### config.mk
export PLATFORM = sky130hd
export DESIGN_NAME = usbtx_fifo
export DESIGN_NICKNAME = d
export VERILOG_FILES = /design/src/rtl/usbtx_pkg.sv /design/src/rtl/usbtx_store.sv /design/src/rtl/usbtx_lenq.sv /design/src/rtl/usbtx_fifo.sv
export SDC_FILE = /design/constraint.sdc
export NUM_CORES = 1
export LEC_CHECK = 0
export ABC_AREA = 1
export BUFFER_PORTS_ARGS = -buffer_cell sky130_fd_sc_hd__buf_2
export CAP_MARGIN = 25
export CORE_MARGIN = 2
export CORE_UTILIZATION = 30
export CTS_BUF_LIST = sky130_fd_sc_hd__clkbuf_8
export DETAILED_ROUTE_END_ITERATION = 16
export PLACE_DENSITY = 0.46
export SETUP_SLACK_MARGIN = 0.1
export SLEW_MARGIN = 5
export SYNTH_ARGS = -nofsm -noshare
export SYNTH_HDL_FRONTEND = slang
export SYNTH_SLANG_ARGS = --single-unit
export TNS_END_PERCENT = 100
### constraint.sdc
create_clock -name clk -period 4.3 [get_ports clk]
set_input_delay 0.86 -clock clk [delete_from_list [all_inputs] [get_ports clk]]
set_output_delay 0.86 -clock clk [all_outputs]
set_load 0.05 [all_outputs]
### src/rtl/usbtx_pkg.sv
package usbtx_pkg;
  typedef enum logic {MODE_SINGLE = 1'b0, MODE_DUAL = 1'b1} bufmode_e;
  localparam int unsigned BYTE_W = 8;
endpackage

### src/rtl/usbtx_store.sv
module usbtx_store #(
  parameter int unsigned DEPTH = 64,
  parameter int unsigned DW    = 8,
  localparam int unsigned AW   = $clog2(DEPTH)
) (
  input  logic          clk,
  input  logic          we,
  input  logic [AW-1:0] waddr,
  input  logic [DW-1:0] wdata,
  input  logic [AW-1:0] raddr,
  output logic [DW-1:0] rdata
);
  logic [DW-1:0] mem [DEPTH];

  always_ff @(posedge clk) begin
    if (we) mem[waddr] <= wdata;
  end

  assign rdata = mem[raddr];
endmodule

### src/rtl/usbtx_lenq.sv
module usbtx_lenq #(
  parameter int unsigned LW = 7
) (
  input  logic          clk,
  input  logic          rst_n,
  input  logic          dual,
  input  logic          push,
  input  logic [LW-1:0] push_len,
  input  logic          pop,
  output logic          accept,
  output logic [LW-1:0] head_len,
  output logic [1:0]    qcnt
);
  logic [LW-1:0] len0, len1;
  logic [1:0]    cap;

  assign cap      = dual ? 2'd2 : 2'd1;
  assign accept   = push && ((qcnt < cap) || pop);
  assign head_len = len0;

  always_ff @(posedge clk) begin
    if (!rst_n) begin
      qcnt <= 2'd0;
      len0 <= '0;
      len1 <= '0;
    end else begin
      case ({pop, accept})
        2'b10: begin
          len0 <= len1;
          qcnt <= qcnt - 2'd1;
        end
        2'b01: begin
          if (qcnt == 2'd0) len0 <= push_len;
          else              len1 <= push_len;
          qcnt <= qcnt + 2'd1;
        end
        2'b11: begin
          if (qcnt == 2'd1) len0 <= push_len;
          else begin
            len0 <= len1;
            len1 <= push_len;
          end
        end
        default: ;
      endcase
    end
  end

  // single mode never holds more than one packet
  p_single_cap_r1: assert property (@(posedge clk) disable iff (!rst_n)
    !dual |-> qcnt <= 2'd1);
  // queue never exceeds two entries
  p_queue_cap_r3: assert property (@(posedge clk) disable iff (!rst_n)
    qcnt != 2'd3);
  // a pop never happens on an empty queue
  p_pop_nonempty_r9: assert property (@(posedge clk) disable iff (!rst_n)
    pop |-> qcnt != 2'd0);
endmodule

### src/rtl/usbtx_fifo.sv
module usbtx_fifo
  import usbtx_pkg::*;
#(
  parameter int unsigned DEPTH = 64,
  localparam int unsigned AW   = $clog2(DEPTH),
  localparam int unsigned LW   = AW + 1
) (
  input  logic              clk,
  input  logic              rst_n,
  input  logic [LW-1:0]     cfg_maxp,
  input  logic              cfg_auto,
  input  logic              cfg_iso,
  input  logic              cfg_ctrl,
  input  logic              wr_valid,
  output logic              wr_ready,
  input  logic [BYTE_W-1:0] wr_data,
  input  logic              commit_req,
  input  logic              flush_req,
  input  logic              setup_end,
  output logic              rd_valid,
  input  logic              rd_ready,
  output logic [BYTE_W-1:0] rd_data,
  output logic              rd_last,
  input  logic              tx_ack,
  input  logic              tx_fail,
  output logic              pkt_rdy,
  output logic              not_empty,
  output logic              overrun
);
  logic [LW-1:0] wptr, base, rd_off, pend, fill, head_len, push_len;
  logic [1:0]    qcnt;
  logic          await_res, full, wr_fire, rd_fire, last_fire;
  logic          drop, pop, rewind, push, accept, auto_hit;
  bufmode_e      mode;

  assign mode      = (!cfg_ctrl && (cfg_maxp <= LW'(DEPTH / 2))) ? MODE_DUAL : MODE_SINGLE;
  assign fill      = wptr - base;
  assign full      = (fill == LW'(DEPTH));
  assign wr_ready  = !full;
  assign wr_fire   = wr_valid && !full;

  assign rd_valid  = (qcnt != 2'd0) && !await_res;
  assign rd_last   = (({1'b0, rd_off} + (LW + 1)'(1)) >= {1'b0, head_len});
  assign rd_fire   = rd_valid && rd_ready;
  assign last_fire = rd_fire && rd_last;

  assign drop      = (flush_req || (cfg_ctrl && setup_end)) && (qcnt != 2'd0);
  assign pop       = drop || (cfg_iso ? last_fire : (await_res && tx_ack));
  assign rewind    = await_res && tx_fail && !pop;

  assign push_len  = pend + LW'(wr_fire);
  assign auto_hit  = cfg_auto && wr_fire && (push_len >= cfg_maxp);
  assign push      = commit_req || auto_hit;

  assign not_empty = (qcnt != 2'd0);
  assign pkt_rdy   = (mode == MODE_DUAL) ? (qcnt == 2'd2) : (qcnt != 2'd0);

  usbtx_store #(.DEPTH(DEPTH), .DW(BYTE_W)) store_i (
    .clk   (clk),
    .we    (wr_fire),
    .waddr (wptr[AW-1:0]),
    .wdata (wr_data),
    .raddr (base[AW-1:0] + rd_off[AW-1:0]),
    .rdata (rd_data)
  );

  usbtx_lenq #(.LW(LW)) lenq_i (
    .clk      (clk),
    .rst_n    (rst_n),
    .dual     (mode == MODE_DUAL),
    .push     (push),
    .push_len (push_len),
    .pop      (pop),
    .accept   (accept),
    .head_len (head_len),
    .qcnt     (qcnt)
  );

  always_ff @(posedge clk) begin
    if (!rst_n) begin
      wptr      <= '0;
      base      <= '0;
      rd_off    <= '0;
      pend      <= '0;
      await_res <= 1'b0;
      overrun   <= 1'b0;
    end else begin
      if (wr_fire) wptr <= wptr + LW'(1);
      if (wr_valid && full) overrun <= 1'b1;
      pend <= accept ? '0 : push_len;
      if (pop) base <= base + head_len;
      if (pop || rewind) begin
        rd_off    <= '0;
        await_res <= 1'b0;
      end else begin
        if (rd_fire && (head_len != '0)) rd_off <= rd_off + LW'(1);
        if (last_fire && !cfg_iso) await_res <= 1'b1;
      end
    end
  end

  // a stalled read beat holds its contents
  p_rd_hold_r13: assert property (@(posedge clk) disable iff (!rst_n)
    rd_valid && !rd_ready && !flush_req && !(cfg_ctrl && setup_end)
    |=> rd_valid && $stable(rd_data) && $stable(rd_last));
  // an offer while full raises overrun
  p_overrun_r11: assert property (@(posedge clk) disable iff (!rst_n)
    wr_valid && !wr_ready |=> overrun);
  // a failure restarts the stream
  p_rewind_r8: assert property (@(posedge clk) disable iff (!rst_n)
    await_res && tx_fail && !tx_ack && !flush_req && !(cfg_ctrl && setup_end)
    |=> rd_valid);
  // no read data without a committed packet
  p_no_read_empty_r12: assert property (@(posedge clk) disable iff (!rst_n)
    !not_empty |-> !rd_valid);
  // reaching maxp with an empty queue commits a packet
  p_auto_commit_r4: assert property (@(posedge clk) disable iff (!rst_n)
    cfg_auto && wr_fire && (push_len == cfg_maxp) && (qcnt == 2'd0) && !flush_req
    |=> not_empty);
endmodule

==> results of run 1 <==
[layer usage]
metal	wire [µm]	share of wire	up-vias	GRT usage
li1	-	-	7662	-
met1	30300	0.44	8020	0.218
met2	32400	0.47	398	0.268
met3	3510	0.051	125	0.0327
met4	2070	0.030	0	0.0579
met5	0	0	-	0
[critical path, cell delays in order, from the launching register on]
cell       delay (ps)
dfxtp_2           320
buf_6             120
ha_4              150
fa_4              810
buf_12            150
clkbuf_16         160
buf_4             150
o21ai_0            90
o221ai_1          180
nand3_1           130
o21ai_2           110
nand2_1           150
o31ai_2           120
nand2_1           100
nand2_2           120
buf_8             160
[cells by family (layout without fill, tap and decap cells)]
| family | Yosys count | in the layout | synth area share |
|---|---|---|---|
| buf+inv | 193 | 482 | 0.0355 |
| flops | 558 | 558 | 0.682 |
| simple gates | 703 | 703 | 0.118 |
| mux | 88 | 88 | 0.0368 |
| other cells | 0 | 1 | 0 |
| xor+xnor | 19 | 19 | 0.00759 |
| compound gates | 383 | 383 | 0.0981 |
| fa+ha+maj | 42 | 42 | 0.0226 |
[where the power goes]
part	total [mW]	leakage (nW)	internal (mW)	switching (mW)
combinational	12.7	4.30	4.70	8.01
sequential	6.28	4.98	6.15	0.131
clock	4.58	1.04	2.36	2.22
[cell usage in the layout (no fill, tap or decap), types with 10 or more instances in the layout]
cell type / n
a21oi_1: 44
buf_12: 18
buf_2: 32
buf_4: 124
buf_6: 17
clkbuf_8: 104
clkinv_1: 30
dfxtp_1: 38
edfxtp_1: 512
ha_1: 29
ha_4: 11
inv_1: 105
mux2i_1: 88
nand2_1: 223
nand2_2: 20
nand3_1: 43
nand3_2: 18
nor2_1: 360
o21ai_0: 147
o21ai_1: 16
o221ai_1: 34
o22ai_1: 52
o31ai_1: 10
o32ai_1: 34
xor2_1: 12
[state kept, by name (all words and copies together) (netlist names)]
name             flops
pend                 7
await_res            1
lenq_i.qcnt          2
overrun              1
rd_off               7
lenq_i.head_len      7
lenq_i.len1          7
base                 7
wptr                 7
store_i.mem        512
[final cells by class]
class,count,area (µm²)
flip-flops and latches,558,16300
multi-input cells,1235,7350
repair buffers,213,2140
fillers,7679,49600
diodes,1,2.50
clock buffers,104,1430
clock inverters,75,394
well taps,1050,1310
inverters,90,357
[metrics by stage]
step / hold WS, ps / setup slack (ps) / area [µm²] / power (mW)
6_report: 466 / -303 / 29300 / 23.6
5_1_grt: 432 / -464 / 29300 / 24.9
3_3_place_gp: 453 / 66.5 / 26300 / 17.2
3_5_place_dp: 466 / -37.5 / 26300 / 17.2
4_1_cts: 413 / -414 / 28600 / 22.9
2_1_floorplan: 443 / 108 / 24100 / 13.3
[timing repair]
action / in CTS / in global routing
gates cloned: 5 / 4
setup endpoints to repair: 21 / 22
buffers inserted: 11 / 22
gates resized for setup: 62 / 107
pin swaps: 13 / 66
[worst paths after layout]
check | from | end | slack, ps | cells after the start
setup / recovery | base[0]$_SDFFE_PN0P_ | rd_data[2] | -300 | 15
setup reg to reg | base[0]$_SDFFE_PN0P_ | lenq_i.head_len[3]$_SDFFE_PN0P_ | 110 | 31
hold / removal | overrun$_SDFFE_PN0P_ | overrun$_SDFFE_PN0P_ | 470 | 2
hold reg to reg | overrun$_SDFFE_PN0P_ | overrun$_SDFFE_PN0P_ | 470 | 2
==> flow_summary.toml, run 1 <==
[layout]
instances_no_fill = 3326
area_growth_pct = 22.6
finalNetCount = 2265
fin_util = 0.371
drive_gt1_frac = 0.204

[hold_path]
hp-class = "reg2reg"

[synth]
synth_area_leaders = "edfxtp_1, nor2_1, dfxtp_1, nand2_1, mux2i_1"
synth_edf_count = 512
synth-main-ff-cell = "edfxtp_1"
synth_cell_type_count = 44
synth_top_area_cell = "edfxtp_1"
ys_seq_area_frac = 0.682
syn_avg_cell_area_um2 = 12.0
synth_area_um2 = 23900
yosysTopAreaCellShare = 0.643
synthCells = 1986
synthTopCellsByCount = "edfxtp_1, nor2_1, nand2_1"
syn-num-nets = 2055
synth-seq-cells = 558
yosysMostFrequentCell = "edfxtp_1"
yosys_warnings = 0
ys_async_sr_fraction = 0

[timing]
tightestPinTransition_ps = 944
setup_tns_ps = -2230
rsz0062_at_grt = "yes"
fmax_ghz = 0.217
period_share = 1.07
finalSetupViolations = 8
finalHoldViolCount = 0
setup_slack_ps = -303
finalClockSkew_ps = 41.4
maxSlewViolCount = 0
max-slew-margin-rel = 0.368
fin_crit_ps = 4600

[global_route]
grt_pass1_wl_um = 102000
grt_usage = 0.165
first_global_vias = 16100
grt_max_degree = 70
overflow = 0
antenna_found_initial = 1

[clock_tree]
htreeDepth = 3
path_clk_slew_ps = 60
clockBufferDepth = 3
cts_buffers = 98
cts_tree = "built"
cts-root-buf = "clkbuf_8"
clk-insertion-delay-late_ps = 720
clock_sinks = 558
ctsHoldBuffers = 0

[pwr]
p_leak_nw = 10.3
p_per_area_nw_per_um2 = 804
peakVddDrop_mv = 0.497

[worst_setup_path]
crit_type = "reg2out"
worst-endpoint-required_ps = 3440
cp-end-kind = "primary output"
critPathArrivalTime_ps = 3740
cp-start-kind = "flip-flop"
crit_fanout = 9

[floorplanning]
die_y_um = 286
io_pins = 41
die_x_um = 286
core_area_um2 = 78900
initial_core_util = 0.303
rows = 103
die_area_um2 = 82000

[detailed_routing]
first_pass_iters = 5
first_iter_violations = 1183
vias_per_cell = 4.87
vias = 16200
wirelength_um = 68400
drc = 0
wire_per_inst_um = 20.6
ant_nets = 0

[place]
dp_hpwl_um = 42500
post-place-cells = 3104
port-buffer-count = 40
gp_congestion = 0.815

[job]
maxCapViolCount = 0

[run_status]
violations = "setup timing"
status = "finished, violations left"
(Power assumes the default switching activity.)
==> run 2, diff against run 1 <==
--- a/config.mk
+++ b/config.mk
@@ -12,7 +12,7 @@
 export CORE_UTILIZATION = 30
 export CTS_BUF_LIST = sky130_fd_sc_hd__clkbuf_8
 export DETAILED_ROUTE_END_ITERATION = 16
-export PLACE_DENSITY = 0.46
+export PLACE_DENSITY = 0.5
 export SETUP_SLACK_MARGIN = 0.1
 export SLEW_MARGIN = 5
 export SYNTH_ARGS = -nofsm -noshare
==> run 2 against run 1 <==
- the flow still finishes with violations (setup timing)
- maximum frequency about the same
- non-clock buffer count rose by 23
- global-route usage is essentially flat
- count of clock-buffer cells in the layout is 5 lower
- via count grew 2.6%
- wire length is 2.4% higher
- power grew 7.4%
- critical endpoint is now rd_data[7]
==> flow_summary.toml, run 2 (synthesis results as in run 1) <==
[global_route]
overflow = 0
met2_usage = 0.266
grt_max_degree = 84
grt_usage = 0.164
use_met1 = 0.228
grtUsageMet3 = 0.0245
grt_pass1_wl_um = 102000
grt.busiest_layer = "met2"
antenna_found_initial = 2
first_global_vias = 16400

[place]
dp_hpwl_um = 40600
gp_congestion = 0.842
port-buffer-count = 40
place_ws_ps = -17.8

[worst_setup_path]
cp_common_cell = "nand2_1"
critPathArrivalTime_ps = 3750
cp-end-kind = "primary output"
crit_type = "reg2out"
worst-endpoint-required_ps = 3440
critPathMaxStageDelay_ps = 860
crit_fanout = 5
path_buf_inv = 5
cp_cell_sequence = "buf_6, fa_4, buf_12, buf_8, clkbuf_16, o21ai_2, o221ai_2, nand2_1, o21ai_2, nand2_1, o31ai_2, nand2_1, nand2_2, buf_8"
cp-start-kind = "flip-flop"
slowest_stage = "fa_4"
path_delay_family = "adder cells"

[layout]
finalNetCount = 2286
fin_util = 0.385
layout_commonest_cell = "edfxtp_1"
area_growth_pct = 26.9
largest_reg_flops = 512
drive_gt1_frac = 0.252
max_flop_register = "store_i.mem"
layout_common_cells = "edfxtp_1, nor2_1, nand2_1, buf_4, o21ai_0"

[timing]
max-slew-margin-rel = 0.313
tightestPinTransition_ps = 1030
finalClockSkew_ps = 27.8
fmax_ghz = 0.217
period_share = 1.07
fin_crit_ps = 4610
setup_slack_ps = -307
rsz0062_at_grt = "yes"
maxSlewViolCount = 0
finalHoldViolCount = 0
setup_tns_ps = -2080
finalSetupViolations = 8

[clock_tree]
htreeDepth = 3
ctsHoldBuffers = 0
cts_buffers = 96
cts_tree = "built"
path_clk_slew_ps = 60
cts-root-buf = "clkbuf_8"
clockBufferDepth = 3
clock_sinks = 558
clk-insertion-delay-late_ps = 710

[detailed_routing]
ant_nets = 0
vias_per_cell = 4.97
drc = 0
first_pass_iters = 5
vias = 16600
wire_per_inst_um = 20.9
wirelength_um = 70000
first_iter_violations = 1348

[pwr]
sequentialPowerShare = 0.248
p_per_area_nw_per_um2 = 835
peakVddDrop_mv = 0.528
power_mw = 25.3
switching_share = 0.441
internal_power_mw = 14.1
comb_power_share = 0.573
switchingPower_mw = 11.2
p_leak_nw = 10.6
clock_power_share = 0.179

[job]
maxCapViolCount = 0

[floorplanning]
initial_core_util = 0.303
die_area_um2 = 82000
die_x_um = 286
core_area_um2 = 78900
rows = 103
io_pins = 41
die_y_um = 286

[run_status]
status = "finished, violations left"
violations = "setup timing"

[hold_path]
hp-class = "reg2reg"
==> run 2: cell count changes in the layout (fill, tap and decap cells not counted), moves of 16 or more <==
cell,change
nand2_1,-16
o21ai_0,-37
o21ai_2,+20
o32ai_1,-29
o21ai_1,+18
o32ai_2,+18
==> run 2: stage by stage <==
| step | std cells | instance area (µm²) | hold WS [ps] |
|---|---|---|---|
| 2_1_floorplan | 1986 | 24100 | 443 |
| 3_3_place_gp | 3101 | 26200 | 447 |
| 3_5_place_dp | 3101 | 26200 | 444 |
| 4_1_cts | 3306 | 29100 | 453 |
| 5_1_grt | 3347 | 30300 | 507 |
| 6_report | 3347 | 30300 | 452 |
==> run 2: what timing repair did <==
| item | in CTS | in global routing |
|---|---|---|
| buffers inserted | 18 | 31 |
| pin swaps | 49 | 158 |
| endpoints found under the setup margin | 22 | 22 |
| gates resized for setup | 125 | 206 |
| cloned | 12 | 9 |
==> run 2: cell type report <==
type / instances / area, µm²
tap: 1050 / 1310
multi-input combinational: 1235 / 8010
clock inverter: 76 / 430
antenna: 3 / 7.51
inverter: 90 / 353
timing repair buffer: 236 / 2540
clock buffer: 99 / 1360
fill: 7554 / 48500
sequential: 558 / 16300
==> run 2: layer usage <==
metal	wire, µm	vias up
met2	33400	535
met4	1430	2
met5	13	-
met3	4200	101
met1	31000	8274
li1	-	7709
==> run 2: path summary, 6_finish.rpt <==
kind                                      startpoint                               to  slack (ps)  cells past startpoint
worst min register to register  overrun$_SDFFE_PN0P_             overrun$_SDFFE_PN0P_         450                      2
worst max register to register  base[3]$_SDFFE_PN0P_  lenq_i.head_len[4]$_SDFFE_PN0P_         110                     31
worst max-delay path            base[1]$_SDFFE_PN0P_                       rd_data[7]        -310                     14
worst min-delay path            overrun$_SDFFE_PN0P_             overrun$_SDFFE_PN0P_         450                      2
==> run 2: power groups by stage <==
stage | combinational (mW) | clock, mW | sequential, mW
finish | 14.5 | 4.53 | 6.28
global route | 15.4 | 4.89 | 6.30
CTS | 12.7 | 4.65 | 6.27
detailed placement | 10.7 | 0 | 6.38
global placement | 10.6 | 0 | 6.38
floorplan | 6.93 | 0 | 6.38
==> run 2: worst min-delay path, cell delays in order, from the launching register on <==
cell and delay (ps):
dfxtp_1 300, inv_1 50, a21oi_1 50
==> run 3, diff against run 2 <==
--- a/config.mk
+++ b/config.mk
@@ -8,6 +8,7 @@
 export ABC_AREA = 1
 export BUFFER_PORTS_ARGS = -buffer_cell sky130_fd_sc_hd__buf_2
 export CAP_MARGIN = 25
+export CORE_ASPECT_RATIO = 0.5
 export CORE_MARGIN = 2
 export CORE_UTILIZATION = 30
 export CTS_BUF_LIST = sky130_fd_sc_hd__clkbuf_8
==> run 3 against run 2 <==
- the run still ends with setup timing left
- global-route usage fell by 0.61 points
- sequential power about the same
- highest routed layer is now met4
- via count fell by 3.0%
- maximum frequency up 1.2%
- flip-flop and latch count did not move
- sequential share of layout area up 1.1 points
- final cell count is 0.87% lower
- worst setup slack improved by 52 ps
- combinational power is 4% lower
- clock skew grew 20 ps
==> flow_summary.toml, run 3 (synthesis results as in run 1) <==
[run_status]
status = "finished, violations left"
violations = "setup timing"

[worst_setup_path]
cp.depth = 15
critPathArrivalTime_ps = 3700
worstReg2RegStart = "base[0]$_SDFFE_PN0P_"
cp_cell_sequence = "buf_6, ha_4, fa_4, buf_12, buf_12, buf_6, o21ai_2, o221ai_2, nand2_1, o21ai_2, nand2_2, o31ai_2, nand2_1, nand2_2, buf_8"
worst-endpoint-required_ps = 3440
crit_fanout = 8
crit_type = "reg2out"
cp-end-kind = "primary output"
cp-start-kind = "flip-flop"
critPathMaxStageDelay_ps = 850
path_buf_inv = 5
slowest_stage = "fa_4"
crit_path_start = "base[0]$_SDFFE_PN0P_"
r2r.worst_path.cells = 30
path_delay_family = "adder cells"

[detailed_routing]
wl_met3_um = 3420
drc = 0
wirelength_um = 66900
topRoutingLayerUsed = "met4"
wire_per_inst_um = 20.1
first_pass_iters = 5
first_iter_violations = 1389
wl_met1_um = 31500
vias = 16100
wl_met2_um = 30500
ant_nets = 0
vias_per_cell = 4.86

[global_route]
grt_usage = 0.158
first_global_vias = 15700
overflow = 0
grt_pass1_wl_um = 98100
antenna_found_initial = 1
grt_max_degree = 65

[hold_path]
holdPathStages = 2
hp-class = "reg2reg"
min_from = "overrun$_SDFFE_PN0P_"

[clock_tree]
cts_tree = "built"
cts-root-buf = "clkbuf_8"
htreeDepth = 3
cts_buffers = 87
ctsHoldBuffers = 0
clock_sinks = 558
clockBufferDepth = 3
clk-insertion-delay-late_ps = 690
path_clk_slew_ps = 60

[layout]
drive_gt1_frac = 0.236
multiInputGateArea_um2 = 7770
area.sequential_um2 = 16300
finalNetCount = 2266
max_flop_register = "store_i.mem"
area_growth_pct = 24.4
fin_util = 0.375
layout_commonest_cell = "edfxtp_1"
layout_common_cells = "edfxtp_1, nor2_1, nand2_1, buf_4, o21ai_0"
fillers = 7621
largest_reg_flops = 512

[timing]
finalClockSkew_ps = 47.3
max-slew-margin-rel = 0.316
fmax_ghz = 0.220
tightestPinTransition_ps = 1030
fin_crit_ps = 4560
period_share = 1.06
setup_tns_ps = -1730
rsz0062_at_grt = "yes"
fin_hold_ws_ps = 463
maxSlewViolCount = 0
finalHoldViolCount = 0
finalSetupViolations = 8
setup_slack_ps = -255

[floorplanning]
die_y_um = 204
core_area_um2 = 79200
io_pins = 41
initial_core_util = 0.302
rows = 73
die_x_um = 403
die_area_um2 = 82100

[pwr]
internal_power_mw = 13.6
clock_power_share = 0.174
comb_power_share = 0.569
p_per_area_nw_per_um2 = 819
peakVddDrop_mv = 0.521
switching_share = 0.441
p_leak_nw = 10.4
power_mw = 24.4
sequentialPowerShare = 0.258
switchingPower_mw = 10.7

[place]
gp_congestion = 0.827
port-buffer-count = 40
place_ws_ps = 22.5
dp_hpwl_um = 39500

[job]
maxCapViolCount = 0
[run 3: cell type report]
class,count,share of cell area
timing repair buffer,224,0.0798
clock inverter,68,0.0120
antenna,1,0.0000842
multi-input combinational,1236,0.261
tap,1050,0.0442
sequential,558,0.549
clock buffer,91,0.0421
inverter,90,0.0118
[run 3: per-layer routing]
metal  vias up  global-route usage
met4         0              0.0483
met3        91              0.0271
li1       7659                   -
met5         -                   0
met2       397               0.246
met1      7976               0.226
[run 3: worst paths after layout]
kind,slack [ps],end
hold / removal,460,overrun$_SDFFE_PN0P_
setup / recovery,-260,rd_data[5]
setup reg to reg,310,lenq_i.head_len[4]$_SDFFE_PN0P_
hold reg to reg,460,overrun$_SDFFE_PN0P_
[run 3: worst reg2reg max path: cells and delay by family (launching register included)]
family	cells	cell delay [ps]
simple gates	13	1250
compound gates	8	1030
fa+ha+maj	5	1020
flops	1	320
buf+inv	4	270
[run 3: stage by stage]
stage,cells,instance area (µm²)
global route,3318,29700
global placement,3106,26300
floorplan,1986,24100
CTS,3295,28800
detailed placement,3107,26300
finish,3318,29700
[run 3: timing repair]
action | CTS | global route
buffers inserted | 21 | 15
gates cloned | 8 | 7
endpoints found under the setup margin | 20 | 23
hold endpoints to repair | 0 | 0
pin swaps | 44 | 158
resized for setup | 118 | 166
[run 3: power by group through the flow]
stage          Combinational [mW]  Sequential (mW)  Clock [mW]
6_report                     13.9             6.27        4.23
5_1_grt                      14.8             6.29        4.57
4_1_cts                      12.4             6.27        4.34
3_5_place_dp                 10.6             6.38           0
3_3_place_gp                 10.6             6.38           0
2_1_floorplan                6.93             6.38           0
